File: src/rtl/pmx_pkg.sv
// Shared definitions for the pad router.
// Assumes: function slot 0 is always the register-controlled GPIO function.
package pmx_pkg;

    // Function slot that takes its pad level and direction from registers
    localparam int unsigned PMX_GPIO_SLOT = 0;

    // Class of register addressed by the configuration port
    typedef enum logic [2:0] {
        RK_SEL,
        RK_INEN,
        RK_GLEVEL,
        RK_GDIR,
        RK_IDLE,
        RK_GIN,
        RK_NONE
    } reg_kind_e;

endpackage

File: src/rtl/pmx_regs.sv
// Configuration register file of the pad router.
// Holds the per-pad selectors, the per-function input-enable masks, the GPIO
// level and direction, and the per-function idle levels.
// Assumes: DATA_W >= NUM_PADS, DATA_W >= NUM_FUNCS, DATA_W >= SEL_W.
module pmx_regs
    import pmx_pkg::*;
#(
    parameter int unsigned NUM_PADS  = 4,
    parameter int unsigned SEL_W     = 2,
    parameter int unsigned NUM_FUNCS = 4,
    parameter int unsigned ADDR_W    = 4,
    parameter int unsigned DATA_W    = 8,
    parameter logic [NUM_FUNCS-1:0] IDLE_INIT = '1
) (
    input  logic                                 clk,
    input  logic                                 rst_n,
    input  logic                                 we,
    input  logic [ADDR_W-1:0]                    addr,
    input  logic [DATA_W-1:0]                    wdata,
    output logic [DATA_W-1:0]                    rdata,
    input  logic [NUM_PADS-1:0]                  pad_in,
    output logic [NUM_PADS-1:0][SEL_W-1:0]       sel_o,
    output logic [NUM_FUNCS-1:0][NUM_PADS-1:0]   inen_o,
    output logic [NUM_PADS-1:0]                  glevel_o,
    output logic [NUM_PADS-1:0]                  gdir_o,
    output logic [NUM_FUNCS-1:0]                 idle_o
);

    localparam int unsigned INEN_BASE   = NUM_PADS;
    localparam int unsigned GLEVEL_ADDR = NUM_PADS + NUM_FUNCS;
    localparam int unsigned GDIR_ADDR   = GLEVEL_ADDR + 1;
    localparam int unsigned IDLE_ADDR   = GLEVEL_ADDR + 2;
    localparam int unsigned GIN_ADDR    = GLEVEL_ADDR + 3;

    logic [NUM_PADS-1:0][SEL_W-1:0]     sel_q;
    logic [NUM_FUNCS-1:0][NUM_PADS-1:0] inen_q;
    logic [NUM_PADS-1:0]                glevel_q;
    logic [NUM_PADS-1:0]                gdir_q;
    logic [NUM_FUNCS-1:0]               idle_q;

    reg_kind_e   kind;
    int unsigned idx;
    int unsigned a;
    logic        unused_wdata;

    assign unused_wdata = ^wdata;

    // Decode the address into a register class and an index within the class
    always_comb begin
        a    = 32'(addr);
        kind = RK_NONE;
        idx  = 0;
        if (a < INEN_BASE) begin
            kind = RK_SEL;
            idx  = a;
        end else if (a < GLEVEL_ADDR) begin
            kind = RK_INEN;
            idx  = a - INEN_BASE;
        end else if (a == GLEVEL_ADDR) begin
            kind = RK_GLEVEL;
        end else if (a == GDIR_ADDR) begin
            kind = RK_GDIR;
        end else if (a == IDLE_ADDR) begin
            kind = RK_IDLE;
        end else if (a == GIN_ADDR) begin
            kind = RK_GIN;
        end
    end

    // Reset all configuration, then apply writes to the decoded register
    always_ff @(posedge clk) begin
        if (!rst_n) begin
            sel_q    <= '0;
            inen_q   <= '0;
            glevel_q <= '0;
            gdir_q   <= '0;
            idle_q   <= IDLE_INIT;
        end else if (we) begin
            for (int unsigned p = 0; p < NUM_PADS; p++) begin
                if (kind == RK_SEL && idx == p) sel_q[p] <= wdata[SEL_W-1:0];
            end
            for (int unsigned f = 0; f < NUM_FUNCS; f++) begin
                if (kind == RK_INEN && idx == f) inen_q[f] <= wdata[NUM_PADS-1:0];
            end
            if (kind == RK_GLEVEL) glevel_q <= wdata[NUM_PADS-1:0];
            if (kind == RK_GDIR)   gdir_q   <= wdata[NUM_PADS-1:0];
            if (kind == RK_IDLE)   idle_q   <= wdata[NUM_FUNCS-1:0];
        end
    end

    // Return the addressed register zero-extended; unmapped addresses read 0
    always_comb begin
        rdata = '0;
        unique case (kind)
            RK_SEL: begin
                for (int unsigned p = 0; p < NUM_PADS; p++)
                    if (idx == p) rdata[SEL_W-1:0] = sel_q[p];
            end
            RK_INEN: begin
                for (int unsigned f = 0; f < NUM_FUNCS; f++)
                    if (idx == f) rdata[NUM_PADS-1:0] = inen_q[f];
            end
            RK_GLEVEL: rdata[NUM_PADS-1:0]  = glevel_q;
            RK_GDIR:   rdata[NUM_PADS-1:0]  = gdir_q;
            RK_IDLE:   rdata[NUM_FUNCS-1:0] = idle_q;
            RK_GIN:    rdata[NUM_PADS-1:0]  = pad_in;
            default:   rdata = '0;
        endcase
    end

    assign sel_o    = sel_q;
    assign inen_o   = inen_q;
    assign glevel_o = glevel_q;
    assign gdir_o   = gdir_q;
    assign idle_o   = idle_q;

    // A selector write is held in the register after the edge
    for (genvar gp = 0; gp < NUM_PADS; gp++) begin : g_sel_chk
        AST_SEL_WRITE_TAKES: assert property (@(posedge clk) disable iff (!rst_n)
            (we && addr == ADDR_W'(gp)) |=> (sel_q[gp] == $past(wdata[SEL_W-1:0])));
    end

    // Leaving reset, the configuration holds its reset values
    AST_RESET_STATE: assert property (@(posedge clk) disable iff (!rst_n)
        $rose(rst_n) |-> (sel_q == '0 && inen_q == '0 && gdir_q == '0 && idle_q == IDLE_INIT));

endmodule

File: src/rtl/pmx_out_mux.sv
// Output selector of one pad: picks the level and output enable of the
// function addressed by the pad's selector.
// Assumes: NUM_FUNCS == 2**SEL_W so every selector value names a function.
module pmx_out_mux
    import pmx_pkg::*;
#(
    parameter int unsigned SEL_W     = 2,
    parameter int unsigned NUM_FUNCS = 4,
    parameter logic [NUM_FUNCS-1:0] INPUT_ONLY = '0
) (
    input  logic                 clk,
    input  logic                 rst_n,
    input  logic [SEL_W-1:0]     sel,
    input  logic [NUM_FUNCS-1:0] fn_out,
    input  logic [NUM_FUNCS-1:0] fn_oe,
    input  logic                 gpio_level,
    input  logic                 gpio_dir,
    output logic                 pad_out,
    output logic                 pad_oe
);

    logic sel_is_gpio;
    logic sel_is_input_only;

    assign sel_is_gpio       = (sel == SEL_W'(PMX_GPIO_SLOT));
    assign sel_is_input_only = INPUT_ONLY[sel];

    // Route GPIO registers, silence input-only functions, pass the rest through
    always_comb begin
        if (sel_is_gpio) begin
            pad_out = gpio_level;
            pad_oe  = gpio_dir;
        end else if (sel_is_input_only) begin
            pad_out = 1'b0;
            pad_oe  = 1'b0;
        end else begin
            pad_out = fn_out[sel];
            pad_oe  = fn_oe[sel];
        end
    end

    // An input-only selection never drives the pad
    AST_INPUT_ONLY_QUIET: assert property (@(posedge clk) disable iff (!rst_n)
        (!sel_is_gpio && INPUT_ONLY[sel]) |-> (!pad_oe && !pad_out));

endmodule

File: src/rtl/pmx_in_prio.sv
// Input priority selector of one function: among the pads enabled for the
// function and not currently driving, the lowest-indexed one is routed in.
// Assumes: a pad with its output enable high has its input receiver off.
module pmx_in_prio #(
    parameter int unsigned NUM_PADS = 4
) (
    input  logic                clk,
    input  logic                rst_n,
    input  logic [NUM_PADS-1:0] en,
    input  logic [NUM_PADS-1:0] pad_oe,
    input  logic [NUM_PADS-1:0] pad_in,
    input  logic                idle,
    output logic                fn_in
);

    logic [NUM_PADS-1:0] elig;
    logic [NUM_PADS-1:0] grant;

    // Keep only enabled pads whose receiver is active
    assign elig  = en & ~pad_oe;
    // Isolate the lowest set bit as a one-hot grant
    assign grant = elig & (~elig + NUM_PADS'(1));

    // Deliver the granted pad level, or the idle level when nothing qualifies
    always_comb begin
        if (elig != '0) fn_in = |(grant & pad_in);
        else            fn_in = idle;
    end

    // At most one pad is ever routed to the function
    AST_GRANT_ONEHOT: assert property (@(posedge clk) disable iff (!rst_n)
        $onehot0(grant));

    // A driving pad is never the one routed in
    AST_SKIP_DRIVEN_PAD: assert property (@(posedge clk) disable iff (!rst_n)
        (grant & pad_oe) == '0);

    // With no qualifying pad the function sees its idle level
    AST_IDLE_WHEN_EMPTY: assert property (@(posedge clk) disable iff (!rst_n)
        (en & ~pad_oe) == '0 |-> fn_in == idle);

endmodule

File: src/rtl/pad_router.sv
// Top of the pad router: register file, one output selector per pad and one
// input priority selector per function.
// Assumes: function 0 is GPIO; functions marked in FN_INPUT_ONLY never drive.
module pad_router #(
    parameter int unsigned NUM_PADS = 4,
    parameter int unsigned SEL_W    = 2,
    parameter int unsigned ADDR_W   = 4,
    parameter int unsigned DATA_W   = 8,
    parameter logic [(2**SEL_W)-1:0] FN_INPUT_ONLY = 4'b1000,
    parameter logic [(2**SEL_W)-1:0] IDLE_INIT     = '1
) (
    input  logic                     clk,
    input  logic                     rst_n,
    input  logic                     reg_we,
    input  logic [ADDR_W-1:0]        reg_addr,
    input  logic [DATA_W-1:0]        reg_wdata,
    output logic [DATA_W-1:0]        reg_rdata,
    input  logic [(2**SEL_W)-1:0]    fn_out,
    input  logic [(2**SEL_W)-1:0]    fn_oe,
    output logic [(2**SEL_W)-1:0]    fn_in,
    input  logic [NUM_PADS-1:0]      pad_in,
    output logic [NUM_PADS-1:0]      pad_out,
    output logic [NUM_PADS-1:0]      pad_oe
);

    localparam int unsigned NUM_FUNCS = 2 ** SEL_W;

    logic [NUM_PADS-1:0][SEL_W-1:0]     sel;
    logic [NUM_FUNCS-1:0][NUM_PADS-1:0] inen;
    logic [NUM_PADS-1:0]                glevel;
    logic [NUM_PADS-1:0]                gdir;
    logic [NUM_FUNCS-1:0]               idle;

    // Configuration registers and read port
    pmx_regs #(
        .NUM_PADS  (NUM_PADS),
        .SEL_W     (SEL_W),
        .NUM_FUNCS (NUM_FUNCS),
        .ADDR_W    (ADDR_W),
        .DATA_W    (DATA_W),
        .IDLE_INIT (IDLE_INIT)
    ) u_regs (
        .clk      (clk),
        .rst_n    (rst_n),
        .we       (reg_we),
        .addr     (reg_addr),
        .wdata    (reg_wdata),
        .rdata    (reg_rdata),
        .pad_in   (pad_in),
        .sel_o    (sel),
        .inen_o   (inen),
        .glevel_o (glevel),
        .gdir_o   (gdir),
        .idle_o   (idle)
    );

    // One output selector per pad
    for (genvar p = 0; p < NUM_PADS; p++) begin : g_pad
        pmx_out_mux #(
            .SEL_W      (SEL_W),
            .NUM_FUNCS  (NUM_FUNCS),
            .INPUT_ONLY (FN_INPUT_ONLY)
        ) u_out (
            .clk        (clk),
            .rst_n      (rst_n),
            .sel        (sel[p]),
            .fn_out     (fn_out),
            .fn_oe      (fn_oe),
            .gpio_level (glevel[p]),
            .gpio_dir   (gdir[p]),
            .pad_out    (pad_out[p]),
            .pad_oe     (pad_oe[p])
        );
    end

    // One input priority selector per function
    for (genvar f = 0; f < NUM_FUNCS; f++) begin : g_fn
        pmx_in_prio #(
            .NUM_PADS (NUM_PADS)
        ) u_in (
            .clk    (clk),
            .rst_n  (rst_n),
            .en     (inen[f]),
            .pad_oe (pad_oe),
            .pad_in (pad_in),
            .idle   (idle[f]),
            .fn_in  (fn_in[f])
        );
    end

endmodule

File: config.mk
export PLATFORM = sky130hd
export DESIGN_NAME = pad_router
export DESIGN_NICKNAME = d
export VERILOG_FILES = /design/src/rtl/pmx_pkg.sv /design/src/rtl/pmx_regs.sv /design/src/rtl/pmx_out_mux.sv /design/src/rtl/pmx_in_prio.sv /design/src/rtl/pad_router.sv
export SDC_FILE = /design/constraint.sdc
export NUM_CORES = 1
export LEC_CHECK = 0
export BUFFER_PORTS_ARGS = -buffer_cell sky130_fd_sc_hd__clkbuf_2
export CORE_MARGIN = 2
export CORE_UTILIZATION = 45
export DETAILED_ROUTE_END_ITERATION = 6
export PLACE_DENSITY_LB_ADDON = 0.15
export SYNTH_ARGS = -nofsm -noshare
export SYNTH_HDL_FRONTEND = slang
export SYNTH_HIERARCHICAL = 1
export SYNTH_SLANG_ARGS = --single-unit
File: constraint.sdc
create_clock -name clk -period 3 [get_ports clk]
set_input_delay 0.6 -clock clk [delete_from_list [all_inputs] [get_ports clk]]
set_output_delay 0.6 -clock clk [all_outputs]
set_load 0.02 [all_outputs]
==> results.ini <==
[drt]
drtPass1Iterations = 4
vias_per_cell = 5.42
num_vias = 2075
wl_um = 6450
drtIter0Drc = 94
ant_nets = 0
drc_errors = 0
wl_per_cell_um = 16.8

[yosys]
yosysWarnings = 6
yosys.cell_types.count = 41
synthCells = 265
syn-cell-area_sq_um = 2490
synth_seq_cells = 36
avgSynthCellArea_sq_um = 9.41
ys_seq_area_share_pct = 28.9

[setup_path]
critPathMostFrequentCell = clkbuf_2
crit_slowest_cell = or3b_1
rrSetupSlack_ns = 2.25
timing.critical_path.from = reg_addr[2]
ff2ff_path_depth = 2
cp-end-kind = output pin
critPathKind = input pin to output pin
crit_path_start_kind = input pin
crit_cells = 10
worst_ep_required_time_ns = 2.40
cp.arrival_ns = 2.23
cpPeakStageDelay_ns = 0.41
crit_chain = clkbuf_2 -> inv_1 -> ha_1 -> or3b_1 -> a21oi_4 -> buf_4 -> o2bb2ai_1 -> a22oi_1 -> nor2b_1 -> clkbuf_2
worst-path-buf-inv = 4
crit_family = simple AND/OR/NAND/NOR gates
r2r_start = u_regs/sel_o[6]
endpoint = reg_rdata[2]
critical_path.max_fanout = 4
r2r-end = u_regs/sel_o[6]

[sta]
tns_ns = 0
setup_viol = 0
rsz0062_at_grt = false
finClkSkew_ns = 0
period_minus_slack_ns = 2.83
drv_slew = 0
fmax_ghz = 0.353
slew_headroom_pct = 60.6
worstMarginPinSlew_ns = 0.592
post-route-period-util_pct = 94.5
hold_violations = 0

[placed_design]
gp_congestion = 0.825
detailed_place_hpwl_um = 4860
port-buffer-count = 34

[cells_and_area]
layout_commonest_cell = mux2i_1
final_cell_mix = mux2i_1, nor2b_1, dfxtp_1, clkbuf_2, buf_4
syn_to_final_growth_pct = 16.6
finalNetCount = 342
final_util_pct = 53.5
diodes = 0
drive_gt1_share_pct = 25.7

[die]
dieWidth_um = 78.4
die-area_sq_um = 6150
die_y_um = 78.4
ioPinCount = 47
rows = 27
start_util_pct = 45.8
core_area_sq_um = 5440

[global_route]
grt_pass1_wl_um = 10900
grt_pass1_vias = 2077
grtUsageTotal_pct = 22.8
antenna_found_initial = 0
grt_overflow = 0
grt_max_degree = 37

[clocking]
cts_buffer_depth = 2
path_clk_slew_ns = 0.07
numCtsBuffers = 5
cts.sinks = 36
clock_latency_ns = 0.28
clockRootBuffer = clkbuf_8
postCtsHoldBufs = 0
cts_tree = yes
cts_max_level = 2

[flow_run]
maxCapViolCount = 0

[power_and_ir_drop]
p_per_area_nw_per_um2 = 343
vdd.ir_drop.worst_mv = 0.264
power.leakage_nw = 1.19

[outcome]
status = completed

[min_path]
min_path_type = flip-flop to flip-flop

worst min-delay path, delay by kind of cell (launching register included):
| family | cells | cell delay, ns |
|---|---|---|
| AOI/OAI and AO/OA | 2 | 0.13 |
| DFF | 1 | 0.33 |
worst min-delay path by stage:
stage | startpoint | endpoint | cells past startpoint
global route | u_regs/gdir_o[1] | u_regs/gdir_o[1] | 2
finish | u_regs/gdir_o[1] | u_regs/gdir_o[1] | 2
global placement | u_regs/gdir_o[0] | u_regs/gdir_o[0] | 2
CTS | u_regs/gdir_o[1] | u_regs/gdir_o[1] | 2
floorplan | u_regs/gdir_o[3] | u_regs/gdir_o[3] | 2
detailed placement | u_regs/gdir_o[1] | u_regs/gdir_o[1] | 2
stage by stage:
stage / cell area, sq um / std cells / hold WS [ns] / setup slack (ns) / total power, mW
2_1_floorplan: 2500 / 268 / 0.466 / 0.222 / 0.591
3_3_place_gp: 2790 / 372 / 0.492 / 0.0961 / 0.646
3_5_place_dp: 2790 / 372 / 0.504 / 0.0714 / 0.647
4_1_cts: 2880 / 380 / 0.513 / 0.0575 / 1.00
5_1_grt: 2910 / 383 / 0.541 / 0.00996 / 1.05
6_report: 2910 / 383 / 0.508 / 0.165 / 0.997
per-layer routing:
layer  global-route usage (%)  part of all wire, %  up-vias
li1                         -                    -     1039
met1                     31.9                   49      997
met2                     36.5                   47       32
met3                     3.79                  3.1        7
met4                     5.96                 0.93        0
met5                        0                    0        -
final cells by class:
| type | instances | area [sq um] |
|---|---|---|
| multi-input combinational | 205 | 1670 |
| timing repair buffer | 50 | 290 |
| fill | 521 | 2530 |
| tap | 72 | 90.1 |
| sequential | 36 | 721 |
| inverter | 12 | 45.0 |
| clock buffer | 8 | 90.1 |
logic make-up (layout without fill, tap and decap cells):
| logic type | after synthesis | count (layout) | synth area share [%] |
|---|---|---|---|
| buffers and inverters | 27 | 70 | 4.92 |
| AOI/OAI and AO/OA | 52 | 52 | 16.1 |
| adders and majority gates | 5 | 5 | 2.51 |
| other | 1 | 4 | 0.150 |
| and+or+nand+nor | 90 | 90 | 23.5 |
| DFF | 36 | 36 | 28.9 |
| muxes | 54 | 54 | 23.9 |
report_power, final:
part / internal (mW) / total, mW / switching [mW]
logic: 0.0646 / 0.156 / 0.0918
registers: 0.482 / 0.486 / 0.00456
clock network: 0.187 / 0.355 / 0.167
synthesized netlist by cell type (all sizes together):
| cell | n | area share [%] |
|---|---|---|
| mux4 | 4 | 3.6 |
| dfxtp | 36 | 29 |
| o2bb2ai | 11 | 3.9 |
| and3b | 9 | 3.2 |
| o211ai | 1 | 0.30 |
| mux2i | 45 | 18 |
| nor2 | 4 | 0.60 |
| nor3b | 1 | 0.50 |
| a211o | 1 | 0.35 |
| nand3b | 1 | 0.30 |
| inv | 12 | 1.8 |
| o221ai | 1 | 0.35 |
| a21oi | 7 | 1.6 |
| clkbuf | 7 | 1.1 |
| o21ai | 12 | 2.4 |
| nand2 | 12 | 1.8 |
| or3b | 1 | 0.35 |
| a21boi | 4 | 1.2 |
| or2 | 1 | 0.25 |
| nor3 | 3 | 1.7 |
| o21ba | 1 | 0.40 |
| a32oi | 1 | 0.35 |
| nand3 | 3 | 1.0 |
| buf | 8 | 2.0 |
| or3 | 4 | 1.0 |
| mux2 | 5 | 2.3 |
| conb | 1 | 0.15 |
| o311ai | 4 | 1.4 |
| a31oi | 1 | 0.25 |
| nand2b | 14 | 3.5 |
| a221oi | 4 | 2.4 |
| nor2b | 37 | 9.3 |
| ha | 5 | 2.5 |
| a22oi | 4 | 1.2 |
state kept, by name, summed over array words and instances, names as in the netlist:
| name | count |
|---|---|
| u_regs/glevel_o | 4 |
| u_regs/inen_o | 16 |
| u_regs/sel_o | 8 |
| u_regs/idle_o | 4 |
| u_regs/gdir_o | 4 |
repair_timing:
action                                  CTS  global route
endpoints found under the setup margin    0             4
setup buffers                             0             3
resized for setup                         0             2
Note: power is estimated with default switching activity, not from simulation.
